[src/rtl/scan_chain_pkg.sv]
package scan_chain_pkg;
  // Width of one slot's input and output lane on the chain.
  localparam int LANE_W     = 8;
  localparam int LANE_IDX_W = $clog2(LANE_W);

  typedef enum logic [2:0] {
    ST_IDLE,    // take a snapshot of the slot number and the byte
    ST_LOAD,    // shift the whole chain, byte placed at the slot
    ST_STROBE,  // latch strobe
    ST_SETTLE,  // settle cycles
    ST_GRAB,    // one shift clock with load-select high
    ST_DRAIN,   // shift the whole chain out, keep the slot's byte
    ST_DONE     // completion pulse
  } scan_state_e;
endpackage

[src/rtl/scan_chain_rst_sync.sv]
module scan_chain_rst_sync #(
  parameter int STAGES = 2
) (
  input  logic clk,
  input  logic rst_n,
  output logic rst_sync_n,
  output logic load_win
);
  logic [STAGES-1:0] stage_q;
  logic              shadow_q;

  always_ff @(posedge clk or negedge rst_n) begin
    if (!rst_n) begin
      stage_q  <= '0;
      shadow_q <= 1'b0;
    end else begin
      stage_q  <= {stage_q[STAGES-2:0], 1'b1};
      shadow_q <= stage_q[STAGES-2];
    end
  end

  assign rst_sync_n = stage_q[STAGES-1];
  // High only in the last cycle before internal reset releases.
  assign load_win   = stage_q[STAGES-2] & ~shadow_q;
endmodule

[src/rtl/scan_chain_fsm.sv]
module scan_chain_fsm
  import scan_chain_pkg::*;
#(
  parameter int NUM_SLOTS = 500,
  parameter int CNT_W     = $clog2(LANE_W * NUM_SLOTS)
) (
  input  logic              clk,
  input  logic              rst_n,
  input  logic [LANE_W-1:0] wait_len,
  output scan_state_e       state,
  output logic [CNT_W-1:0]  pos,
  output logic              phase
);
  localparam logic [CNT_W-1:0] LAST = CNT_W'(LANE_W * NUM_SLOTS - 1);

  scan_state_e       state_q, state_d;
  logic [CNT_W-1:0]  pos_q, pos_d;
  logic              ph_q, ph_d;
  logic [LANE_W-1:0] wcnt_q, wcnt_d;

  always_comb begin
    state_d = state_q;
    pos_d   = pos_q;
    ph_d    = ph_q;
    wcnt_d  = wcnt_q;
    case (state_q)
      ST_IDLE: begin
        state_d = ST_LOAD;
        pos_d   = LAST;
        ph_d    = 1'b0;
      end
      ST_LOAD, ST_DRAIN: begin
        if (!ph_q) begin
          ph_d = 1'b1;
        end else begin
          ph_d = 1'b0;
          if (pos_q == '0) state_d = (state_q == ST_LOAD) ? ST_STROBE : ST_DONE;
          else             pos_d   = pos_q - 1'b1;
        end
      end
      ST_STROBE: begin
        ph_d = 1'b0;
        if (wait_len == '0) begin
          state_d = ST_GRAB;
        end else begin
          state_d = ST_SETTLE;
          wcnt_d  = wait_len - 1'b1;
        end
      end
      ST_SETTLE: begin
        if (wcnt_q == '0) state_d = ST_GRAB;
        else              wcnt_d  = wcnt_q - 1'b1;
      end
      ST_GRAB: begin
        if (!ph_q) begin
          ph_d = 1'b1;
        end else begin
          ph_d    = 1'b0;
          pos_d   = LAST;
          state_d = ST_DRAIN;
        end
      end
      ST_DONE: state_d = ST_IDLE;
      default: state_d = ST_IDLE;
    endcase
  end

  always_ff @(posedge clk or negedge rst_n) begin
    if (!rst_n) begin
      state_q <= ST_IDLE;
      pos_q   <= '0;
      ph_q    <= 1'b0;
      wcnt_q  <= '0;
    end else begin
      state_q <= state_d;
      pos_q   <= pos_d;
      ph_q    <= ph_d;
      wcnt_q  <= wcnt_d;
    end
  end

  assign state = state_q;
  assign pos   = pos_q;
  assign phase = ph_q;
endmodule

[src/rtl/scan_chain_bytepath.sv]
module scan_chain_bytepath
  import scan_chain_pkg::*;
#(
  parameter int SEL_W = 9,
  parameter int CNT_W = 12
) (
  input  logic              clk,
  input  logic              rst_n,
  input  scan_state_e       state,
  input  logic [CNT_W-1:0]  pos,
  input  logic              phase,
  input  logic [SEL_W-1:0]  sel_in,
  input  logic [LANE_W-1:0] data_in,
  input  logic              ret_clk,
  input  logic              ret_data,
  output logic              scan_dout,
  output logic [LANE_W-1:0] out_byte
);
  logic [SEL_W-1:0]      sel_q, sel_d;
  logic [LANE_W-1:0]     byte_q, byte_d;
  logic [LANE_W-1:0]     cap_q, cap_d;
  logic [LANE_W-1:0]     out_q, out_d;
  logic [SEL_W-1:0]      slot;
  logic [LANE_IDX_W-1:0] lane;
  logic                  hit;

  assign slot = SEL_W'(pos >> LANE_IDX_W);
  assign lane = pos[LANE_IDX_W-1:0];
  assign hit  = (slot == sel_q);

  always_comb begin
    sel_d  = sel_q;
    byte_d = byte_q;
    cap_d  = cap_q;
    out_d  = out_q;
    if (state == ST_IDLE) begin
      sel_d  = sel_in;
      byte_d = data_in;
      cap_d  = '0;
    end
    // Take the chain's last bit on the edge where the shift clock rises.
    if (state == ST_DRAIN && !phase && !ret_clk && hit) cap_d[lane] = ret_data;
    if (state == ST_DRAIN && phase && pos == '0) out_d = cap_q;
  end

  always_ff @(posedge clk or negedge rst_n) begin
    if (!rst_n) begin
      sel_q  <= '0;
      byte_q <= '0;
      cap_q  <= '0;
      out_q  <= '0;
    end else begin
      sel_q  <= sel_d;
      byte_q <= byte_d;
      cap_q  <= cap_d;
      out_q  <= out_d;
    end
  end

  assign scan_dout = (state == ST_LOAD) && hit && byte_q[lane];
  assign out_byte  = out_q;
endmodule

[src/rtl/scan_chain_ctrl.sv]
module scan_chain_ctrl
  import scan_chain_pkg::*;
#(
  parameter int NUM_SLOTS    = 500,
  parameter int SEL_W        = 9,
  parameter int DEFAULT_WAIT = 10
) (
  input  logic              clk,
  input  logic              rst_n,
  input  logic [1:0]        drv_sel,
  input  logic [SEL_W-1:0]  sel_slot,
  input  logic [LANE_W-1:0] in_byte,
  input  logic              ret_clk,
  input  logic              ret_data,
  output logic              scan_clk,
  output logic              scan_dout,
  output logic              scan_sel,
  output logic              scan_latch,
  output logic              ready,
  output logic [LANE_W-1:0] out_byte
);
  localparam int CNT_W = $clog2(LANE_W * NUM_SLOTS);
  localparam logic [LANE_W-1:0] WAIT_DEF = LANE_W'(DEFAULT_WAIT);

  logic              rst_s_n;
  logic              load_win;
  logic [LANE_W-1:0] wait_q, wait_d;
  scan_state_e       state;
  logic [CNT_W-1:0]  pos;
  logic              phase;

  scan_chain_rst_sync #(.STAGES(2)) u_rst (
    .clk        (clk),
    .rst_n      (rst_n),
    .rst_sync_n (rst_s_n),
    .load_win   (load_win)
  );

  always_comb begin
    wait_d = wait_q;
    if (load_win && drv_sel == 2'b11) wait_d = in_byte;
  end

  always_ff @(posedge clk or negedge rst_n) begin
    if (!rst_n) wait_q <= WAIT_DEF;
    else        wait_q <= wait_d;
  end

  scan_chain_fsm #(.NUM_SLOTS(NUM_SLOTS), .CNT_W(CNT_W)) u_fsm (
    .clk      (clk),
    .rst_n    (rst_s_n),
    .wait_len (wait_q),
    .state    (state),
    .pos      (pos),
    .phase    (phase)
  );

  scan_chain_bytepath #(.SEL_W(SEL_W), .CNT_W(CNT_W)) u_path (
    .clk       (clk),
    .rst_n     (rst_s_n),
    .state     (state),
    .pos       (pos),
    .phase     (phase),
    .sel_in    (sel_slot),
    .data_in   (in_byte),
    .ret_clk   (ret_clk),
    .ret_data  (ret_data),
    .scan_dout (scan_dout),
    .out_byte  (out_byte)
  );

  assign scan_clk   = phase && (state == ST_LOAD || state == ST_GRAB || state == ST_DRAIN);
  assign scan_sel   = (state == ST_GRAB);
  assign scan_latch = (state == ST_STROBE);
  assign ready      = (state == ST_DONE);
endmodule

[config.mk]
export PLATFORM = sky130hd
export DESIGN_NAME = scan_chain_ctrl
export DESIGN_NICKNAME = d
export VERILOG_FILES = /design/src/rtl/scan_chain_pkg.sv /design/src/rtl/scan_chain_rst_sync.sv /design/src/rtl/scan_chain_fsm.sv /design/src/rtl/scan_chain_bytepath.sv /design/src/rtl/scan_chain_ctrl.sv
export SDC_FILE = /design/constraint.sdc
export NUM_CORES = 1
export LEC_CHECK = 0
export CAP_MARGIN = 30
export CELL_PAD_IN_SITES_DETAIL_PLACEMENT = 1
export CELL_PAD_IN_SITES_GLOBAL_PLACEMENT = 1
export CORE_MARGIN = 2
export CORE_UTILIZATION = 47
export CTS_BUF_LIST = sky130_fd_sc_hd__clkbuf_8
export CTS_CLUSTER_DIAMETER = 200
export CTS_CLUSTER_SIZE = 20
export DETAILED_ROUTE_END_ITERATION = 8
export PLACE_DENSITY_LB_ADDON = 0.1
export REMOVE_ABC_BUFFERS = 1
export SLEW_MARGIN = 15
export SYNTH_ARGS = -nofsm -noshare
export SYNTH_HDL_FRONTEND = slang
export SYNTH_HIERARCHICAL = 1
export SYNTH_SLANG_ARGS = --single-unit
[constraint.sdc]
create_clock -name clk -period 2.55 [get_ports clk]
set_clock_uncertainty 0.1 [all_clocks]
set_input_delay 0.51 -clock clk [delete_from_list [all_inputs] [get_ports clk]]
set_output_delay 0.51 -clock clk [all_outputs]
set_load 0.02 [all_outputs]
; Yosys cells after proc, flatten, opt, wreduce, memory -nomap -nowiden
; Index checks and enable logic that the tools add are counted.
[totals]
reg_bits = 68
latchBits = 0
ram_bits = 0
mem_bits_ro = 0
input_bits = 23
output_inout_bits = 13
wordCells = 83
mem_count = 0
[op_classes]
addsub = 3
mul = 0
div_mod_pow = 0
order_cmp = 2
n_eq_ne = 15
n_shift = 0
n_mux = 23
bitwise_logic = 2
reduce_logical = 27
[ops]
columns = operator, count
row1 = 2-to-1 mux 12 bit, 3
row2 = case mux 12 bit (3 select lines), 1
row3 = 2-to-1 mux 8 bit, 4
row4 = 2-to-1 mux 3 bit, 6
row5 = logical NOT 8 bit, 2
row6 = case mux 8 bit (2 select lines), 1
row7 = "subtractor 8 x 1 -> 8 bit, second input constant", 2
row8 = case mux 3 bit (5 select lines), 1
row9 = logical NOT 12 bit, 1
row10 = "subtractor 12 x 1 -> 12 bit, second input constant", 1
row11 = logical AND 1 bit, 10
row12 = "== test 3 bit, second input constant", 3
row13 = == test 9 bit, 1
row14 = bitwise mux 8 bit, 1
row15 = "!= test 2 x 1 -> 1 bit, second input constant", 4
row16 = AND reduction 4 bit, 2
row17 = "== test 3 x 2 -> 1 bit, second input constant", 2
row18 = "!= test 2 bit, second input constant", 3
row19 = "< comparator 3 x 4 -> 1 bit, second input constant", 1
row20 = nonzero test 2 bit, 2
row21 = OR reduction 2 bit, 2
row22 = binary-select mux 1 bit (select 3 bit), 1
row23 = demux 1 bit (select 3 bit), 1
row24 = "== test 3 x 1 -> 1 bit, second input constant", 1
row25 = 12 further kinds, 16

; Depth between registers and ports, before layout
; Gate-level depths: netlist of the first run.
[logic_depth]
word_depth = 6
ltp_mapped = 8
mapped_depth_nobuf = 7

; Cells and area by module
; The synthesis of the first run kept the hierarchy.
[modules_own_cells]
columns = module, instances, cells_per_inst, area_per_inst_um2, seq_area_each_um2
row1 = scan_chain_bytepath, 1, 130, 1652.8, 825.8
row2 = scan_chain_fsm, 1, 181, 1547.7, 600.6
row3 = scan_chain_ctrl, 1, 22, 344.1, 202.7
row4 = scan_chain_rst_sync, 1, 4, 67.6, 50.0

; Worst setup path after synthesis of the first run
; No wires, ideal clock.
[synth_timing]
path_type = register to register
from = register u_rst.shadow_q
to = register wait_q[0]
arrival_ps = 2158
path_slack_ps = 168
path_stages_with_launch = 4
path_buffers = 0
path_cell_list = dfrtp_1 > nor2b_4 > nand3_4 > mux2_2
[synth_via]
elab_chain_cells = 3
[synth_rtl]
columns = element, line_no
row1 = "start, declared", scan_chain_rst_sync.sv:10  ; logic shadow_q;
row2 = "start signal, assigned", scan_chain_rst_sync.sv:18  ; shadow_q <= stage_q[STAGES-2];
row3 = inverter 1 bit, scan_chain_rst_sync.sv:24  ; assign load_win = stage_q[STAGES-2] & ~shadow_q;
row4 = AND 1 bit, scan_chain_rst_sync.sv:24
row5 = named net load_win, scan_chain_ctrl.sv:26  ; logic load_win;
row6 = logical AND 1 bit, scan_chain_ctrl.sv:41  ; if (load_win && drv_sel == 2'b11) wait_d = in_byte;
row7 = "end signal, assigned", scan_chain_ctrl.sv:46  ; else wait_q <= wait_d;
row8 = "end, declared", scan_chain_ctrl.sv:27  ; logic [LANE_W-1:0] wait_q, wait_d;
; The timed path passes the listed nets, and every way through them passes these cells.
; A chain may end at the register's enable or synchronous reset.

; Worst setup path in the final report of the first run
[layout_timing]
from = register u_fsm.pos_q[9] (netlist: u_fsm/pos[9])
to = output port scan_dout
[layout_via]
elab_chain_cells = 3
[layout_rtl]
columns = element, line_no
row1 = "start, declared", scan_chain_fsm.sv:17  ; logic [CNT_W-1:0] pos_q, pos_d;
row2 = "start signal, assigned", scan_chain_fsm.sv:76  ; pos_q <= pos_d;
row3 = == test 9 bit, scan_chain_bytepath.sv:29  ; assign hit = (slot == sel_q);
row4 = logical AND 1 bit (2 in a row), scan_chain_bytepath.sv:60  ; assign scan_dout = (state == ST_LOAD) && hit && byte_q[lane];
row5 = "end, declared", scan_chain_ctrl.sv:16  ; output logic scan_dout,
; No other way between the ends.

==> results.tsv, run 1 <==
metric	value	unit
Area Growth Syn to Fin	23.6	%
gpl congestion	0.825	
final core utilization	0.609	
Initial Utilization	0.493	
compound-cell area share of the yosys netlist	0.0998	
Avg Vias per Cell	5.77	
vias in the first global route	3035	
Final #Nets	421	
Post-Synth Adder-Cell Area	0.00693	
Synth warnings	6	
EDFF count, synth	0	
sequential area share after synthesis	0.465	
insertion delay to the later sink of the worst-skew pair	0.36	ns
core area	7330	um2
Final Hold Vio Count	0	
CTS tree	done	
Max Root-Sink Buffers	2	
wire length of the first global-routing pass	15300	um
Worst Path Required	1.94	ns
fillcell total	793	
max-slew violations	0	
post-synth design cell area	3610	um2
crit-path cells	xor2_1, nor4_4, buf_4, nand3_1, and4b_1, buf_6	
worst-case vdd ir drop	0.000510	V
kind of end point of the critical path	primary output	
hold_buf cts	0	
CP Class	flop to primary output	
Post-Synthesis Cells	337	
layout cells sized above 1	0.242	
H-Tree Level Count	3	
Clock Pin Slew Worst Setup and Hold Paths	0.08	ns
part of the cycle the worst path needs	0.986	
Crit Path Max Fanout	2	
Die X-Extent	91.7	um
largest family of logic cells by synthesized area	simple AND/OR/NAND/NOR gates	
gr usage total	0.233	
mux contribution to synthesized area	0.136	
most common cell after layout, fill and taps aside	dfrtp_1	
R2R setup slack	0.15	ns
n_diodes	0	
post-synthesis register bit count	67	
Worst Max-Slew Pin Slew	0.708	ns
Max Cap Viol	0	
HPWL Detailed	6330	um
run status	completed	
Die ar.	8400	um2
Die Y-Extent	91.7	um
Detailed Routing Iterations Pass 1	4	
Num Clock Sinks	67	
most frequent cells in the layout	dfrtp_1, mux2_2, clkdlybuf4s50_1	
IO buf count	35	
Setup crit start kind	flop	
Post-Synth XOR/XNOR Area	0.0485	
Starting DRT DRC Count	85	
Hold Path Class	flop to flop	
FP Rows	31	
via count	2886	
drt total wl	9320	um
initial antenna violation count	0	
Setup Viol. Count Final	0	
overall power	2.44	mW
DRC errors left	0	
f_max	0.398	GHz
Routed Antenna Nets	0	
leak pwr	1.92	nW
top_reg_cell synth	dfrtp_1	
CP max-delay cell	dfrtp_1	
gr ovfl total	0	
largest net degree at the start of global routing	58	
Unique masters post-synth	62	
Inserted Clock Buffers	9	
Arr. time, crit path	1.90	ns
Synth async-reset ratio	1.00	
pwr dens	546	nW/um2
clk root buf	clkbuf_8	
max incr delay on CP	0.40	ns
routed len/inst	18.6	um
post-synthesis simple-gate area fraction	0.217	
post-synthesis area per instance	10.7	um2
IO Pins	36	
worst rel slew slack	0.528	
unrepaired setup endpoints after global routing	yes	
Tmin final	2.51	ns
[cell usage after synthesis (all sizes together), types with 7 or more instances]
library cell | instances | share of area
a21oi | 12 | 0.017
clkbuf | 7 | 0.0073
dfrtp | 65 | 0.45
inv | 7 | 0.0073
mux2 | 41 | 0.13
nand2 | 18 | 0.019
nand3 | 7 | 0.013
nand4 | 10 | 0.017
nor2 | 25 | 0.026
nor2b | 11 | 0.021
nor3 | 9 | 0.018
nor4 | 14 | 0.030
o21ai | 12 | 0.017
or3 | 7 | 0.012
xor2 | 17 | 0.041
[cell families (layout without fill, tap and decap cells)]
logic type	count (synthesis)	in the layout
AOI/OAI and AO/OA	54	54
xor gates and xnor gates	20	20
adders and majority gates	2	2
buffers and inverters	20	84
DFF	67	67
muxes	44	44
other	1	1
and+or+nand+nor	129	129
[per-stage QoR]
step	area (um2)	hold WS, ns	setup TNS, ns	std cells	setup WS, ns
after floorplan	3540	0.114	0	324	0.168
final	4460	0.292	0	500	0.0360
after detailed placement	4200	0.276	-0.0770	481	-0.0770
after global routing	4460	0.320	-0.0499	500	-0.0499
after global placement	4200	0.268	-0.0309	481	-0.0309
after CTS	4440	0.298	0	498	0.00263
[flip-flops by register name (all words and copies together), names as in the netlist]
| signal | flops |
|---|---|
| u_path/sel_q | 9 |
| u_path/out_byte | 8 |
| u_path/cap_q | 8 |
| u_fsm/phase | 1 |
| u_fsm/pos | 12 |
| u_rst/shadow_q | 1 |
| wait_q | 8 |
| u_rst/stage_q | 1 |
| u_path/byte_q | 8 |
| u_fsm/state | 3 |
| u_fsm/wcnt_q | 8 |
[what timing repair did]
item / 4_1_cts / 5_1_grt
setup buffers: 1 / 2
gates resized for setup: 6 / 4
setup endpoints to repair: 1 / 3
[layout make-up]
class | instances | area (um2) | share of cell area
tap | 99 | 124 | 0.0278
clock buffer | 9 | 124 | 0.0278
multi-input combinational | 250 | 1850 | 0.414
inverter | 7 | 26.3 | 0.00589
timing repair buffer | 61 | 556 | 0.124
sequential | 67 | 1680 | 0.377
clock inverter | 7 | 106 | 0.0238
[worst paths after layout]
check,startpoint,end,cells past startpoint
setup / recovery,u_fsm/pos[9]$_DFFE_PN0P_,scan_dout,6
hold / removal,u_rst/stage_q[0]$_DFF_PN0_,u_rst/shadow_q$_DFF_PN0_,0
setup reg to reg,u_fsm/pos[1]$_DFFE_PN0P_,u_fsm/pos[5]$_DFFE_PN0P_,7
hold reg to reg,u_rst/stage_q[0]$_DFF_PN0_,u_rst/shadow_q$_DFF_PN0_,0
max in group asynchronous,u_rst/shadow_q$_DFF_PN0_,u_path/sel_q[3]$_DFFE_PN0P_,1
min in group asynchronous,rst_n,wait_q[7]$_DFFE_PN0P_,1
[metal layers]
| metal | vias to the layer above | wire, um | track usage |
|---|---|---|---|
| met4 | 0 | 108 | 0.0631 |
| met2 | 49 | 4710 | 0.394 |
| met3 | 9 | 315 | 0.0583 |
| met1 | 1466 | 4190 | 0.297 |
| li1 | 1362 | - | - |
| met5 | - | 0 | 0 |
[worst max-delay path, delay by kind of cell, from the launching register on]
family | cells | cell delay, ns
XOR/XNOR | 1 | 0.17
AND/OR/NAND/NOR | 3 | 0.67
buffers and inverters | 2 | 0.30
flip-flops | 1 | 0.40
[power by group]
| part | internal, mW | switching (mW) |
|---|---|---|
| clock network | 0.569 | 0.473 |
| registers | 1.12 | 0.0580 |
| logic | 0.117 | 0.102 |
(Power assumes the default switching activity.)
==> run 2, diff against run 1 <==
--- a/config.mk
+++ b/config.mk
@@ -5,17 +5,16 @@
 export SDC_FILE = /design/constraint.sdc
 export NUM_CORES = 1
 export LEC_CHECK = 0
-export CAP_MARGIN = 30
+export CAP_MARGIN = 20
 export CELL_PAD_IN_SITES_DETAIL_PLACEMENT = 1
 export CELL_PAD_IN_SITES_GLOBAL_PLACEMENT = 1
 export CORE_MARGIN = 2
-export CORE_UTILIZATION = 47
+export CORE_UTILIZATION = 50
 export CTS_BUF_LIST = sky130_fd_sc_hd__clkbuf_8
 export CTS_CLUSTER_DIAMETER = 200
 export CTS_CLUSTER_SIZE = 20
 export DETAILED_ROUTE_END_ITERATION = 8
 export PLACE_DENSITY_LB_ADDON = 0.1
-export REMOVE_ABC_BUFFERS = 1
 export SLEW_MARGIN = 15
 export SYNTH_ARGS = -nofsm -noshare
 export SYNTH_HDL_FRONTEND = slang
==> constraint.sdc (replaced) <==
create_clock -name clk -period 3.2 [get_ports clk]
set_clock_uncertainty 0.1 [all_clocks]
set_input_delay 0.64 -clock clk [delete_from_list [all_inputs] [get_ports clk]]
set_output_delay 0.64 -clock clk [all_outputs]
set_load 0.02 [all_outputs]
==> results.tsv, run 2 (synthesis gave the netlist of run 1 again) <==
metric	value	unit
layout cells sized above 1	0.204	
Num Clock Sinks	67	
Worst Max-Slew Pin Slew	0.752	ns
Largest register FFs	12	
f_max	0.359	GHz
Arr. time, crit path	2.04	ns
Avg Vias per Cell	6.07	
IO buf count	35	
Final #Nets	403	
Die X-Extent	89.0	um
R2R setup slack	0.58	ns
hold endpoint	u_rst/shadow_q$_DFF_PN0_	
Clock Pin Slew Worst Setup and Hold Paths	0.08	ns
insertion delay to the later sink of the worst-skew pair	0.35	ns
leak pwr	1.79	nW
FP Rows	30	
Max Cap Viol	0	
n_diodes	0	
Crit Path Max Fanout	13	
Starting DRT DRC Count	170	
Tmin final	2.78	ns
Crit. Startpoint	u_fsm/state[2]$_DFFE_PN0P_	
overall power	1.92	mW
initial antenna violation count	0	
part of the cycle the worst path needs	0.870	
H-Tree Level Count	3	
clk root buf	clkbuf_8	
gr ovfl total	0	
Die ar.	7920	um2
hold_buf cts	0	
Detailed Routing Iterations Pass 1	4	
run status	completed	
largest net degree at the start of global routing	58	
gr usage total	0.280	
drt total wl	9860	um
routed len/inst	20.6	um
DRC errors left	0	
CP Class	flop to primary output	
HPWL Detailed	6890	um
most common cell after layout, fill and taps aside	dfrtp_1	
Final Hold Vio Count	0	
Hold Path Class	flop to flop	
Setup Viol. Count Final	0	
pwr dens	446	nW/um2
Inserted Clock Buffers	9	
post-synth net total	362	
Setup crit start kind	flop	
IO Pins	36	
Routed Antenna Nets	0	
setup TNS	0	ns
Max Root-Sink Buffers	2	
kind of end point of the critical path	primary output	
cell depth of the worst flop-to-flop path	7	
Initial Utilization	0.523	
worst-case vdd ir drop	0.000371	V
unrepaired setup endpoints after global routing	no	
via count	2908	
vias in the first global route	3214	
hold-critical path depth	0	
worst rel slew slack	0.499	
Die Y-Extent	89.0	um
wire length of the first global-routing pass	16600	um
gpl congestion	0.854	
most frequent cells in the layout	dfrtp_1, clkdlybuf4s50_1, mux2_2	
worst reg2reg path startpoint	u_fsm/pos[0]$_DFFE_PN0P_	
core area	6910	um2
Hold Crit Start	u_rst/stage_q[0]$_DFF_PN0_	
CTS tree	done	
max-slew violations	0	
Worst Path Required	2.46	ns
Worst R2R End	u_fsm/pos[4]$_DFFE_PN0P_	
Area Growth Syn to Fin	19.2	%
## run 2: changes by cell type in the layout (fill, tap and decap cells not counted), sizes merged
cell / before / now
inv: 11 / 8
dlymetal6s2s: 2 / 1
clkdlybuf4s50: 32 / 34
buf: 27 / 8
clkinvlp: 0 / 2
clkinv: 1 / 2
## run 2: worst max path at each step
| stage | to | slack (ns) |
|---|---|---|
| floorplan | wait_q[0]$_DFFE_PN0P_ | 0.82 |
| CTS | scan_dout | 0.05 |
| global placement | scan_dout | 0.47 |
| detailed placement | scan_dout | 0.45 |
| finish | scan_clk | 0.42 |
| global route | scan_clk | 0.33 |
## run 2: routing by layer
| metal | up-vias | GRT usage | wire length [um] |
|---|---|---|---|
| li1 | 1324 | - | - |
| met4 | 0 | 0.121 | 208 |
| met3 | 23 | 0.0388 | 385 |
| met2 | 79 | 0.478 | 5000 |
| met1 | 1482 | 0.358 | 4270 |
| met5 | - | 0 | 0 |
## run 2: report_power, final
part	switching, mW	internal (mW)	leakage, nW
Sequential	0.0493	0.890	0.818
Combinational	0.0811	0.0916	0.870
Clock	0.365	0.444	0.106
## run 2: final cells by class
type / instances / area, um2
fillers: 739 / 2600
multi-input cells: 250 / 1840
flip-flops and latches: 67 / 1680
repair buffers: 43 / 413
clock buffers: 9 / 124
well taps: 96 / 120
clock inverters: 7 / 101
inverters: 7 / 26.3
## run 2: what timing repair did
| item | in CTS | in global routing |
|---|---|---|
| setup buffers | 0 | 0 |
| endpoints found under the hold margin | 0 | 0 |
| gates resized for setup | 0 | 2 |
| endpoints found under the setup margin | 0 | 1 |
## run 2: per-stage QoR
step / worst slack [ns] / utilization / cells / cell area, um2 / hold slack, ns
3_3_place_gp: 0.474 / 0.590 / 463 / 4080 / 0.268
5_1_grt: 0.333 / 0.623 / 479 / 4310 / 0.315
4_1_cts: 0.0462 / 0.623 / 479 / 4300 / 0.301
3_5_place_dp: 0.451 / 0.590 / 463 / 4080 / 0.282
6_report: 0.416 / 0.623 / 479 / 4310 / 0.293
2_1_floorplan: 0.818 / - / 337 / 3610 / 0.244
## run 2: worst max-delay path, stage by stage (launching register included)
cell and delay [ns]:
dfrtp_1 0.65, nor2_1 0.15, nor3b_1 0.24, clkdlybuf4s50_1 0.64
==> run 3, diff against run 2 <==
--- a/config.mk
+++ b/config.mk
@@ -5,7 +5,6 @@
 export SDC_FILE = /design/constraint.sdc
 export NUM_CORES = 1
 export LEC_CHECK = 0
-export CAP_MARGIN = 20
 export CELL_PAD_IN_SITES_DETAIL_PLACEMENT = 1
 export CELL_PAD_IN_SITES_GLOBAL_PLACEMENT = 1
 export CORE_MARGIN = 2
==> results of run 3 <==
The final DEF is identical to that of run 2; final timing and power are the same.
